File: src/rtl/mbox_req_engine.sv
module mbox_req_engine #(
  parameter int POLL_GAP   = 50000,
  parameter int POLL_LIMIT = 20000
) (
  input  logic        clk,
  input  logic        rst_n,
  input  logic        start,
  input  logic        op,
  input  logic        reset_flag,
  input  logic [63:0] eq_addr,
  input  logic [63:0] cq_addr,
  input  logic [63:0] rq_addr,
  input  logic [63:0] sq_addr,
  input  logic [31:0] vector,
  output logic        busy,
  output logic        done,
  output logic [1:0]  err,
  output logic        bus_rd,
  output logic        bus_wr,
  output logic [2:0]  bus_idx,
  output logic [31:0] bus_wdata,
  input  logic [31:0] bus_rdata,
  input  logic        bus_ack
);
  localparam int PCW = $clog2(POLL_LIMIT + 1);
  localparam int GCW = $clog2(POLL_GAP + 1);
  localparam logic [1:0] E_NONE = 2'd0, E_INVAL = 2'd1, E_TIME = 2'd2, E_PROTO = 2'd3;

  typedef enum logic [1:0] {S_IDLE, S_RD, S_GAP, S_WR} st_t;

  st_t            st;
  logic           op_q, rst_q, resp_ph, done_q;
  logic [1:0]     err_q;
  logic [63:0]    eq_q, cq_q, rq_q, sq_q;
  logic [15:0]    vec_q;
  logic [2:0]     idx;
  logic [PCW-1:0] polls;
  logic [GCW-1:0] gap;

  wire args_ok = (eq_addr[11:0] == 12'd0) && (cq_addr[11:0] == 12'd0) &&
                 (rq_addr[11:0] == 12'd0) && (sq_addr[11:0] == 12'd0) &&
                 (vector[31:16] == 16'd0);

  wire [2:0]   req_type = op_q ? 3'd2 : 3'd1;
  wire [31:0]  hdr = {7'd0, rst_q, 16'd0, 5'd0, req_type};
  wire [255:0] msg = {hdr, vec_q,
                      sq_q[63:60], rq_q[63:60], cq_q[63:60], eq_q[63:60],
                      sq_q[59:12], rq_q[59:12], cq_q[59:12], eq_q[59:12]};

  wire all_ones   = resp_ph && rst_q && (bus_rdata == 32'hFFFF_FFFF);
  wire freed      = !bus_rdata[31];
  wire bad_hdr    = (bus_rdata[2:0] != req_type) || (bus_rdata[5:3] != 3'd0) || !bus_rdata[7];
  wire bad_status = bus_rdata[15:8] != 8'd0;
  wire last_poll  = (polls + 1'b1) == PCW'(POLL_LIMIT);

  assign busy      = st != S_IDLE;
  assign done      = done_q;
  assign err       = err_q;
  assign bus_rd    = st == S_RD;
  assign bus_wr    = st == S_WR;
  assign bus_idx   = (st == S_WR) ? idx : 3'd7;
  assign bus_wdata = msg[{idx, 5'd0} +: 32];

  always_ff @(posedge clk) begin
    if (!rst_n) begin
      st <= S_IDLE; op_q <= 1'b0; rst_q <= 1'b0; resp_ph <= 1'b0;
      done_q <= 1'b0; err_q <= E_NONE; idx <= 3'd0; polls <= '0; gap <= '0;
      eq_q <= '0; cq_q <= '0; rq_q <= '0; sq_q <= '0; vec_q <= '0;
    end else begin
      done_q <= 1'b0;
      case (st)
        S_IDLE: if (start) begin
          op_q <= op; rst_q <= reset_flag; vec_q <= vector[15:0];
          eq_q <= eq_addr; cq_q <= cq_addr; rq_q <= rq_addr; sq_q <= sq_addr;
          resp_ph <= 1'b0; polls <= '0;
          if (!op && !args_ok) begin
            done_q <= 1'b1; err_q <= E_INVAL;
          end else begin
            st <= S_RD;
          end
        end
        S_RD: if (bus_ack) begin
          polls <= polls + 1'b1;
          if (all_ones) begin
            st <= S_IDLE; done_q <= 1'b1; err_q <= E_NONE;
          end else if (freed) begin
            if (!resp_ph) begin
              st <= S_WR; idx <= op_q ? 3'd7 : 3'd0;
            end else begin
              st <= S_IDLE; done_q <= 1'b1;
              err_q <= (bad_hdr || bad_status) ? E_PROTO : E_NONE;
            end
          end else if (last_poll) begin
            st <= S_IDLE; done_q <= 1'b1; err_q <= E_TIME;
          end else begin
            st <= S_GAP; gap <= '0;
          end
        end
        S_GAP: begin
          gap <= gap + 1'b1;
          if (gap == GCW'(POLL_GAP - 1)) st <= S_RD;
        end
        S_WR: if (bus_ack) begin
          if (idx == 3'd7) begin
            st <= S_RD; resp_ph <= 1'b1; polls <= '0;
          end else begin
            idx <= idx + 1'b1;
          end
        end
        default: st <= S_IDLE;
      endcase
    end
  end


  first_write_after_free_chk: assert property (@(posedge clk) disable iff (!rst_n)
    $rose(bus_wr) |-> $past(bus_rd && bus_ack && !bus_rdata[31]));


  inval_from_idle_chk: assert property (@(posedge clk) disable iff (!rst_n)
    (done && err == E_INVAL) |-> $past(!busy && start));


  timeout_count_chk: assert property (@(posedge clk) disable iff (!rst_n)
    (done && err == E_TIME) |-> (polls == PCW'(POLL_LIMIT)));


  proto_after_read_chk: assert property (@(posedge clk) disable iff (!rst_n)
    (done && err == E_PROTO) |-> $past(bus_rd && bus_ack));


  done_pulse_chk: assert property (@(posedge clk) disable iff (!rst_n)
    done |=> !done);


  busy_start_ignored_chk: assert property (@(posedge clk) disable iff (!rst_n)
    (busy && start) |=> $stable({op_q, rst_q, vec_q, eq_q}));
endmodule

File: config.mk
export PLATFORM = sky130hd
export DESIGN_NAME = mbox_req_engine
export DESIGN_NICKNAME = d
export VERILOG_FILES = /design/src/rtl/mbox_req_engine.sv
export SDC_FILE = /design/constraint.sdc
export NUM_CORES = 1
export LEC_CHECK = 0
export BUFFER_PORTS_ARGS = -buffer_cell sky130_fd_sc_hd__buf_2
export CORE_ASPECT_RATIO = 0.5
export CORE_MARGIN = 2
export CORE_UTILIZATION = 50
export DETAILED_ROUTE_END_ITERATION = 16
export GPL_TIMING_DRIVEN = 0
export PLACE_DENSITY_LB_ADDON = 0.15
export RECOVER_POWER = 100
export SLEW_MARGIN = 20
export SYNTH_ARGS = -nofsm -noshare
export SYNTH_HDL_FRONTEND = slang
export SYNTH_SLANG_ARGS = --single-unit
File: constraint.sdc
create_clock -name clk -period 5.2 [get_ports clk]
set_input_delay 1.04 -clock clk [delete_from_list [all_inputs] [get_ports clk]]
set_output_delay 1.04 -clock clk [all_outputs]
set_load 0.02 [all_outputs]
==> impl_metrics.csv <==
group,metric,value,unit
logic_synthesis,syn_area,0.0120,mm²
worst_setup_path,crit_cells,8,
logic_synthesis,syn_avg_cell_area,7.84,µm²
pwr,p_int,0.00367,W
sta,setup_viol,0,
pwr,ir_drop,0.220,mV
place,placed_cells,2201,
place,placed_area,0.0142,mm²
sta,period_needed,5.01,ns
floorplanning,io_pins,367,
floorplanning,die-area,0.0253,mm²
clock_tree,cts.sinks,266,
drt,drt_pass1_iterations,5,
sta,slew_headroom,29.2,%
floorplanning,die-width,223,µm
sta,fmax,200,MHz
pwr,leakagePower,5.90,nW
sta,skew,0.0175,ns
global_route,grt_pass1_wl,65.3,mm
clock_tree,cts_root_buf,"clkbuf_16",
floorplanning,die_h,114,µm
sta,rsz0062_at_grt,"false",
logic_synthesis,synthArstFlopShare,0,%
drt,wirelength,44.1,mm
clock_tree,h-tree-depth,1,
logic_synthesis,postSynthCellCount,1530,
worst_setup_path,path_max_fanout,10,
clock_tree,postCtsSetupRepairBufs,0,
finish,final_common_cell,"nand2_1",
global_route,antenna_found_initial,1,
pwr,power,0.00521,W
drt,vias,12700,
pwr,power.share.clock,38.4,%
clock_tree,ctsHoldBuffers,0,
worst_setup_path,start_kind,"register",
floorplanning,start_util,51.7,%
worst_setup_path,critPathCaptureType,"output port",
worst_setup_path,crit_chain,"clkbuf_1 -> clkbuf_1 -> clkbuf_1 -> mux2i_1 -> nor2_1 -> a21oi_1 -> a21oi_1 -> clkbuf_2",
worst_setup_path,crit_top_cell,"clkbuf_1",
sta,finalMaxSlewViolations,0,
worst_setup_path,crit_type,"reg2out",
place,hpwl,33.9,mm
clock_tree,path_clk_slew,0.07,ns
drt,antenna_left,0,
global_route,track_usage,33.9,%
clock_tree,clockBufferDepth,3,
worst_setup_path,path_buf_inv,4,
pwr,power_frac_comb,18.0,%
sta,setup-tns-final,0,ns
finish,nets,2250,
run_status,status,"finished, final reports clean",
logic_synthesis,synth.distinct_cells,61,
drt,drtIter0Drc,1279,
clock_tree,cts_resized,0,
logic_synthesis,synth.yosys.seq_area_share,44.4,%
logic_synthesis,synth_fp_nets,1860,
sta,hold_viol,0,
worst_hold_path,hold_depth,2,
worst_hold_path,hp-class,"reg2reg",
pwr,switching_power,0.00154,W
finish,stdcell_count,2244,
logic_synthesis,yosys_warnings,0,
place,portBuffers,364,
logic_synthesis,synth-edff-count,0,
clock_tree,clock_latency,0.54,ns
pwr,seq_power_share,43.6,%
floorplanning,core_area,0.0232,mm²
flow_run,maxCapViolCount,0,
clock_tree,cts_tree,"yes",
worst_setup_path,path_delay_family,"buffers and inverters",
drt,drt-vias-per-instance,5.64,
floorplanning,rows,39,
finish,syn_to_final_growth,24.9,%
finish,fin_area,0.0150,mm²
global_route,grt-ovfl-total,0,
drt,wire_per_inst,19.7,µm
worst_setup_path,cp_slowest_cell,"clkbuf_1",
pwr,sw_frac_of_total,29.6,%
logic_synthesis,synth_seq_cells,266,
worst_setup_path,r2r.worst_path.cells,8,
clock_tree,cts_buffers,24,
finish,final_layout_size_suffix_gt1_share,21.2,%
global_route,grt_max_degree,17,
drt,drc,0,
finish,diodes,0,
worst_setup_path,worst_path_largest_cell_delay,0.83,ns
worst_setup_path,critPathRequiredTime,4.16,ns
worst_setup_path,crit_arrival,3.97,ns
sta,finalCritPeriodShare,96.3,%
finish,layout_common_cells,"nand2_1, buf_2, a21oi_1",
global_route,grt_pass1_vias,11800,
pwr,p_per_area,348,mW/mm²
place,place_congestion,0.951,
sta,worst_slew_pin_slew,1.06,ns
logic_synthesis,yosys_most_used_dff,"dfxtp_1",
-- final cells by class --
| cell class | instances | area (µm²) |
|---|---|---|
| buffer | 119 | 455 |
| clock buffer | 32 | 672 |
| clock inverter | 11 | 195 |
| fill | 2140 | 8200 |
| inverter | 10 | 37.5 |
| multi-input combinational | 1135 | 6130 |
| sequential | 266 | 5330 |
| tap | 307 | 384 |
| timing repair buffer | 364 | 1770 |
-- cells in the mapped netlist (5+ instances only) --
library cell	number	area [µm²]
dfxtp_1	266	5330
nand2_1	482	1810
clkbuf_1	108	405
nand3_1	12	60.1
nor3_1	15	75.1
mux4_2	35	788
xnor2_1	8	70.1
o21ai_0	14	70.1
nor2_1	92	345
a211oi_1	5	37.5
mux2i_1	31	310
nor3_2	7	70.1
nand2b_1	7	43.8
a31oi_1	5	31.3
buf_1	8	30.0
xor2_1	5	43.8
and2_1	5	31.3
and3_1	7	43.8
nand4_1	20	125
nor4_1	20	125
inv_1	10	37.5
a21oi_1	302	1510
-- state kept, by name (all words and copies together) (netlist names) --
signal and flops:
done 1, eq_q 52, resp_ph 1, rst_q 1
err 2, rq_q 52, vec_q 16, sq_q 52
idx 3, polls 15, st 2, cq_q 52
op_q 1, gap 16
-- power groups by stage --
stage / registers (W) / clock network, W / logic, W
2_1_floorplan: 0.00229 / 0 / 0.000536
3_3_place_gp: 0.00231 / 0 / 0.000914
3_5_place_dp: 0.00231 / 0 / 0.000923
4_1_cts: 0.00227 / 0.00199 / 0.000928
5_1_grt: 0.00228 / 0.00208 / 0.00101
6_report: 0.00227 / 0.00200 / 0.000936
-- final timing paths --
check,endpoint,start,slack (ns)
worst max-delay path,bus_wdata[19],idx[1]$_SDFFE_PN0P_,0.19
worst min-delay path,cq_q[12]$_SDFFE_PN0P_,cq_q[12]$_SDFFE_PN0P_,0.45
worst max register to register,cq_q[45]$_SDFFE_PN0P_,st[1]$_SDFFE_PN0P_,1.83
worst min register to register,cq_q[12]$_SDFFE_PN0P_,cq_q[12]$_SDFFE_PN0P_,0.45
-- worst reg2reg max path, cell delays in order, from the launching register on --
cell and delay, ns:
dfxtp_1 0.33, clkbuf_1 0.21, nor2_1 0.23, and2_0 0.27
clkbuf_1 0.60, clkbuf_1 0.73, clkbuf_1 0.64, nand2_1 0.14
a21oi_1 0.15
-- metrics by stage --
stage / setup WS [ns] / util [%] / hold WS, ns
4_1_cts: 0.355 / 65.0 / 0.454
3_3_place_gp: 0.963 / 61.3 / 0.441
2_1_floorplan: 2.00 / - / 0.433
3_5_place_dp: 0.948 / 61.3 / 0.445
6_report: 0.194 / 64.6 / 0.454
5_1_grt: 0.0735 / 64.6 / 0.466
-- kinds of logic after synthesis --
logic type	share of synthesized area, %
buffers and inverters	4.14
adders and majority gates	0.417
xor gates and xnor gates	0.949
muxes	9.54
DFF	44.4
AOI/OAI and AO/OA	16.3
and+or+nand+nor	24.2
-- routing by layer --
layer | vias to the layer above | track usage (%) | wire (µm)
met5 | - | 0 | 0
met4 | 0 | 10.4 | 1480
met1 | 5912 | 45.9 | 18200
met2 | 631 | 54.9 | 19900
li1 | 6010 | - | -
met3 | 100 | 7.03 | 4550
No activity file was read; power rests on OpenSTA's default activity.
